## config.mk

```make
export PLATFORM = sky130hd
export DESIGN_NAME = jtck_gen
export DESIGN_NICKNAME = d
export VERILOG_FILES = /design/src/rtl/jtck_pkg.sv /design/src/rtl/jtck_sync.sv /design/src/rtl/jtck_fixed_timer.sv /design/src/rtl/jtck_adapt_watch.sv /design/src/rtl/jtck_gen.sv
export SDC_FILE = /design/constraint.sdc
export NUM_CORES = 1
export LEC_CHECK = 0
export BUFFER_PORTS_ARGS = -buffer_cell sky130_fd_sc_hd__buf_2
export CORE_ASPECT_RATIO = 0.8
export CORE_UTILIZATION = 62
export DETAILED_ROUTE_END_ITERATION = 10
export GPL_ROUTABILITY_DRIVEN = 0
export PLACE_DENSITY_LB_ADDON = 0.12
export RECOVER_POWER = 100
export SYNTH_ARGS = -nofsm -noshare
export SYNTH_HDL_FRONTEND = slang
export SYNTH_SLANG_ARGS = --single-unit
```

## constraint.sdc

```tcl
create_clock -name clk_i -period 4.77 [get_ports clk_i]
set_clock_uncertainty 0.05 [all_clocks]
set_input_delay 0.2385 -clock clk_i [delete_from_list [all_inputs] [get_ports clk_i]]
set_output_delay 0.2385 -clock clk_i [all_outputs]
set_load 0.01 [all_outputs]
```

## src/rtl/jtck_pkg.sv

```systemverilog
package jtck_pkg;
  typedef enum logic {
    CLK_FIXED = 1'b0,
    CLK_ADAPT = 1'b1
  } clk_mode_e;
endpackage

```

## src/rtl/jtck_sync.sv

```systemverilog
module jtck_sync #(
  parameter int STAGES = 2
) (
  input  logic clk_i,
  input  logic rst_ni,
  input  logic d_i,
  output logic q_o
);
  logic [STAGES-1:0] sh_q;
  logic [STAGES-1:0] sh_d;

  always_comb begin
    sh_d = {sh_q[STAGES-2:0], d_i};
  end

  always_ff @(posedge clk_i or negedge rst_ni) begin
    if (!rst_ni) sh_q <= '0;
    else         sh_q <= sh_d;
  end

  assign q_o = sh_q[STAGES-1];
endmodule

```

## src/rtl/jtck_fixed_timer.sv

```systemverilog
module jtck_fixed_timer #(
  parameter int DIV_W = 13
) (
  input  logic             clk_i,
  input  logic             rst_ni,
  input  logic             en_i,
  input  logic [DIV_W-1:0] divisor_i,
  output logic             fire_o
);
  logic [DIV_W-1:0] half;
  logic [DIV_W-1:0] cnt_q;
  logic [DIV_W-1:0] cnt_d;

  // phase length in reference cycles; bit 0 of the divisor drops out, floor of one
  always_comb begin
    half = divisor_i >> 1;
    if (half == '0) half = DIV_W'(1);
  end

  always_comb begin
    fire_o = en_i && (cnt_q >= half - DIV_W'(1));
    if (!en_i || fire_o) cnt_d = '0;
    else                 cnt_d = cnt_q + DIV_W'(1);
  end

  always_ff @(posedge clk_i or negedge rst_ni) begin
    if (!rst_ni) cnt_q <= '0;
    else         cnt_q <= cnt_d;
  end

  AST_PHASE_BOUND: assert property (@(posedge clk_i) disable iff (!rst_ni)
    ($past(en_i) && en_i && $stable(divisor_i)) |-> (cnt_q < half));
endmodule

```

## src/rtl/jtck_adapt_watch.sv

```systemverilog
module jtck_adapt_watch #(
  parameter int TO_CYCLES = 65536
) (
  input  logic clk_i,
  input  logic rst_ni,
  input  logic en_i,
  input  logic level_i,
  input  logic rtck_s_i,
  input  logic clr_i,
  output logic fire_o,
  output logic expire_o
);
  localparam int CNT_W = (TO_CYCLES > 2) ? $clog2(TO_CYCLES) : 1;
  localparam logic [CNT_W-1:0] LAST = CNT_W'(TO_CYCLES - 1);

  logic             match;
  logic [CNT_W-1:0] wcnt_q;
  logic [CNT_W-1:0] wcnt_d;

  always_comb begin
    match    = (rtck_s_i == level_i);
    expire_o = en_i && !match && !clr_i && (wcnt_q == LAST);
    fire_o   = en_i && (match || expire_o);
    if (!en_i || fire_o || clr_i) wcnt_d = '0;
    else                          wcnt_d = wcnt_q + CNT_W'(1);
  end

  always_ff @(posedge clk_i or negedge rst_ni) begin
    if (!rst_ni) wcnt_q <= '0;
    else         wcnt_q <= wcnt_d;
  end

  AST_WAIT_RESTART: assert property (@(posedge clk_i) disable iff (!rst_ni)
    $past(clr_i) |-> (wcnt_q == '0));
endmodule

```

## src/rtl/jtck_gen.sv

```systemverilog
module jtck_gen #(
  parameter int DIV_W       = 13,
  parameter int TO_CYCLES   = 65536,
  parameter int SYNC_STAGES = 2
) (
  input  logic             clk_i,
  input  logic             rst_ni,
  input  logic             run_i,
  input  logic             adaptive_i,
  input  logic [DIV_W-1:0] divisor_i,
  input  logic             rtck_i,
  input  logic             wait_clr_i,
  output logic             tck_o,
  output logic             rise_o,
  output logic             fall_o,
  output logic             timeout_o
);
  import jtck_pkg::*;

  clk_mode_e mode;
  logic      rtck_s;
  logic      active;
  logic      fix_fire;
  logic      ad_fire;
  logic      ad_expire;
  logic      edge_en;
  logic      tck_q, tck_d;
  logic      rise_q, rise_d;
  logic      fall_q, fall_d;
  logic      to_q, to_d;

  assign mode   = clk_mode_e'(adaptive_i);
  // a high phase must always finish; a new one needs a request
  assign active = tck_q || run_i;

  jtck_sync #(.STAGES(SYNC_STAGES)) u_sync (
    .clk_i  (clk_i),
    .rst_ni (rst_ni),
    .d_i    (rtck_i),
    .q_o    (rtck_s)
  );

  jtck_fixed_timer #(.DIV_W(DIV_W)) u_fixed (
    .clk_i     (clk_i),
    .rst_ni    (rst_ni),
    .en_i      (active && (mode == CLK_FIXED)),
    .divisor_i (divisor_i),
    .fire_o    (fix_fire)
  );

  jtck_adapt_watch #(.TO_CYCLES(TO_CYCLES)) u_watch (
    .clk_i    (clk_i),
    .rst_ni   (rst_ni),
    .en_i     (active && (mode == CLK_ADAPT)),
    .level_i  (tck_q),
    .rtck_s_i (rtck_s),
    .clr_i    (wait_clr_i),
    .fire_o   (ad_fire),
    .expire_o (ad_expire)
  );

  always_comb begin
    edge_en = active && ((mode == CLK_ADAPT) ? ad_fire : fix_fire);
    tck_d   = tck_q ^ edge_en;
    rise_d  = edge_en && !tck_q;
    fall_d  = edge_en && tck_q;
    to_d    = ad_expire;
  end

  always_ff @(posedge clk_i or negedge rst_ni) begin
    if (!rst_ni) begin
      tck_q  <= 1'b0;
      rise_q <= 1'b0;
      fall_q <= 1'b0;
      to_q   <= 1'b0;
    end else begin
      tck_q  <= tck_d;
      rise_q <= rise_d;
      fall_q <= fall_d;
      to_q   <= to_d;
    end
  end

  assign tck_o     = tck_q;
  assign rise_o    = rise_q;
  assign fall_o    = fall_q;
  assign timeout_o = to_q;

  AST_RISE_NEEDS_RUN: assert property (@(posedge clk_i) disable iff (!rst_ni)
    (!tck_o && !run_i) |=> !tck_o);
  AST_RISE_ALIGNED: assert property (@(posedge clk_i) disable iff (!rst_ni)
    rise_o |-> (tck_o && !$past(tck_o)));
  AST_FALL_ALIGNED: assert property (@(posedge clk_i) disable iff (!rst_ni)
    fall_o |-> (!tck_o && $past(tck_o)));
  AST_STROBE_EXCL: assert property (@(posedge clk_i) disable iff (!rst_ni)
    !(rise_o && fall_o));
  AST_TIMEOUT_ON_EDGE: assert property (@(posedge clk_i) disable iff (!rst_ni)
    timeout_o |-> ((rise_o || fall_o) && $past(adaptive_i)));
endmodule

```

==> out/metrics.cfg <==
[drt]
via_per_inst=5.73
postRouteAntennaNets=0
drt_iter0_markers=69
detailroute.via_count=1581
wl_um=4020
routed_wire_length_per_instance_um=14.5
drtPass1Iterations=4
detail_route.drc_violations=0

[cells_and_area]
antenna_cells=0
final_cell_mix=36 x nor2_1, 35 x dfrtp_1, 23 x xor2_1
synthToLayoutAreaGrowth_pct=9.15
final_common_cell=nor2_1
final_layout_size_suffix_gt1_frac=0.110
num-nets-final=274
finish.utilization=0.720
final_cells=276

[power]
design_power_total_w=0.000624
vdd_ir_drop_max_uv=182
leakage_nw=1.06
p_per_area_nw_per_um2=277

[worst_setup_path]
r2r_slack_ns=2.57
reg_to_reg_start=u_fixed.cnt_q[0]
timing.rr.end=u_fixed.cnt_q[11]
crit_arrival_ns=3.91
worstPathMaxFanout=13
r2r.worst_path.cells=8
worst-setup-path-type=in2reg
cp-start-kind=input pin
endpoint_kind=flop
crit_required_ns=4.86

[worst_hold_path]
hold_path_startpoint=rtck_i
min_to=u_sync.sh_q[0]
worstHoldPathCells=1
timing.hold.worst.class=in2reg

[sta]
slew_headroom=-0.214
fin_crit_ns=3.82
setup-violations-final=0
finalHoldViolations=0
worst_slack_ns=0.955
final_max_slew_viol_count=36
finalCritPeriodShare=0.800
max_clock_freq_mhz=262
measured_slew_at_the_worst_slew_check_pin_ns=1.82
unrepaired_setup_endpoints_after_global_routing=false
tns_ns=0

[cts]
clkTransAtPathRegs_ns=0.07
clk-insertion-delay-late_ns=0.28
tritoncts_num_sinks=35
postCtsSetupRepairBufs=0
cts.htree.levels=2
cts-hold-fix-buffers=1
clock-root-buffer=clkbuf_8
cts_tree=built
number_of_buffers_created_by_cts=5
cts-resized-gates=0
cts_buffer_depth=2

[floorplanning]
die_height_um=53.6
die-width_um=66.5
initial_core_utilization=0.659
io_pins=23
design.die.area_um2=3570
placeableCoreArea_um2=3130
fp-row-count=18

[place]
pre_cts_slack_ns=1.10
io_buf_count=21
dpl.hpwl_um=2930
dpl.cell_count=269

[synth]
yosysUniqueCellTypes=36
synth_top_cell_by_area=dfrtp_1
number_of_cells_produced_by_synthesis=210
postSynthNetCount=247
synth.cell_area_um2=2060
synthDominantCellAreaShare=0.424
synth.yosys.warnings=0
synth.avg_cell_area_um2=9.83
synth.area.top_cells=dfrtp_1 42%, ha_1 11%, xor2_1 9.8%, nor2_1 6.5%, xnor2_1 4.7%
yosysSeqAreaShare=0.424
synth.ff_latch_count=35

[global_routing]
sum_of_overflow_across_all_layers_after_global_routing=0
grt_pass1_wl_um=6910
antenna_found_initial=0
grt_start_max_net_pins=36
via_count_of_the_first_global_routing_pass=1565
grt_util_all_layers=0.272

[job]
timing.max_cap.violations=1

[status]
failed_checks=capacitance limit, slew limit
outcome=finished, violations left

-- worst max-delay path by stage --
stage | start | end | slack [ns] | depth (start not counted)
after floorplan | divisor_i[8] | tck_o | 1.61 | 16
after CTS | divisor_i[8] | tck_o | 1.38 | 17
after detailed placement | divisor_i[8] | tck_o | 1.10 | 17
final | divisor_i[8] | u_fixed.cnt_q[11] | 0.95 | 16
after global placement | divisor_i[8] | tck_o | 1.11 | 17
after global routing | divisor_i[8] | u_fixed.cnt_q[6] | 0.63 | 16
-- through the flow --
step,hold WS [ns],area (µm²)
after global placement,0.280,2210
after detailed placement,0.297,2210
after floorplan,-0.107,2060
after global routing,0.00958,2250
final,0.0184,2250
after CTS,0.0168,2290
-- critical path: stages --
cell	delay, ns
clkbuf_1	0.14
or4_1	0.61
nor3b_1	0.51
a21oi_1	0.19
ha_1	0.25
nor3b_1	0.19
nand2_1	0.10
nor2_1	0.05
xnor2_1	0.14
ha_1	0.32
nand4_1	0.11
o21ai_0	0.18
a211oi_1	0.09
o221ai_1	0.16
clkbuf_1	0.49
nor2_1	0.13
-- cells in the mapped netlist, drive strengths merged --
cell type	instances
o221ai	1
a211oi	3
o21ai	5
and4	2
o221a	1
nor3b	2
and3	6
o2111ai	1
nand2	16
nor4	1
or4	1
ha	18
xnor2	11
xor2	23
and2	1
nand4	5
inv	7
nor2	36
a21oi	7
or3	1
a21o	1
nor2b	1
nor3	4
o211ai	1
nand2b	1
dfrtp	35
nand3	15
buf	3
or2	1
-- registers in the layout, indices dropped and copies added, names as in the netlist --
signal,count
u_watch.wcnt_q,16
u_fixed.cnt_q,13
u_sync.sh_q,2
fall_o,1
rise_o,1
tck_o,1
timeout_o,1
-- report_power, final --
group | total (W) | switching, W | internal, W
registers | 0.000331 | 0.0000185 | 0.000312
logic | 0.0000992 | 0.0000622 | 0.0000370
clock network | 0.000194 | 0.0000968 | 0.0000972
total | 0.000624 | 0.000177 | 0.000446
-- area by class of cell --
class | count | area, µm²
well taps | 40 | 50.0
fillers | 235 | 877
flip-flops and latches | 35 | 876
multi-input cells | 165 | 1120
repair buffers | 23 | 110
inverters | 7 | 26.3
clock buffers | 6 | 72.6
-- per-layer routing --
layer / vias up / track usage / part of all wire
met5: - / 0 / 0
met2: 25 / 0.463 / 0.48
met1: 774 / 0.325 / 0.47
met3: 11 / 0.0720 / 0.033
met4: 0 / 0.135 / 0.022
li1: 771 / - / -
-- kinds of logic (layout without fill, tap and decap cells) --
| group | after synthesis | in the layout | synth area share |
|---|---|---|---|
| buf+inv | 10 | 36 | 0.0212 |
| simple gates | 93 | 93 | 0.235 |
| xor+xnor | 34 | 34 | 0.144 |
| fa+ha+maj | 18 | 18 | 0.109 |
| flops | 35 | 35 | 0.424 |
| compound gates | 20 | 20 | 0.0661 |
(Power assumes the default switching activity.)
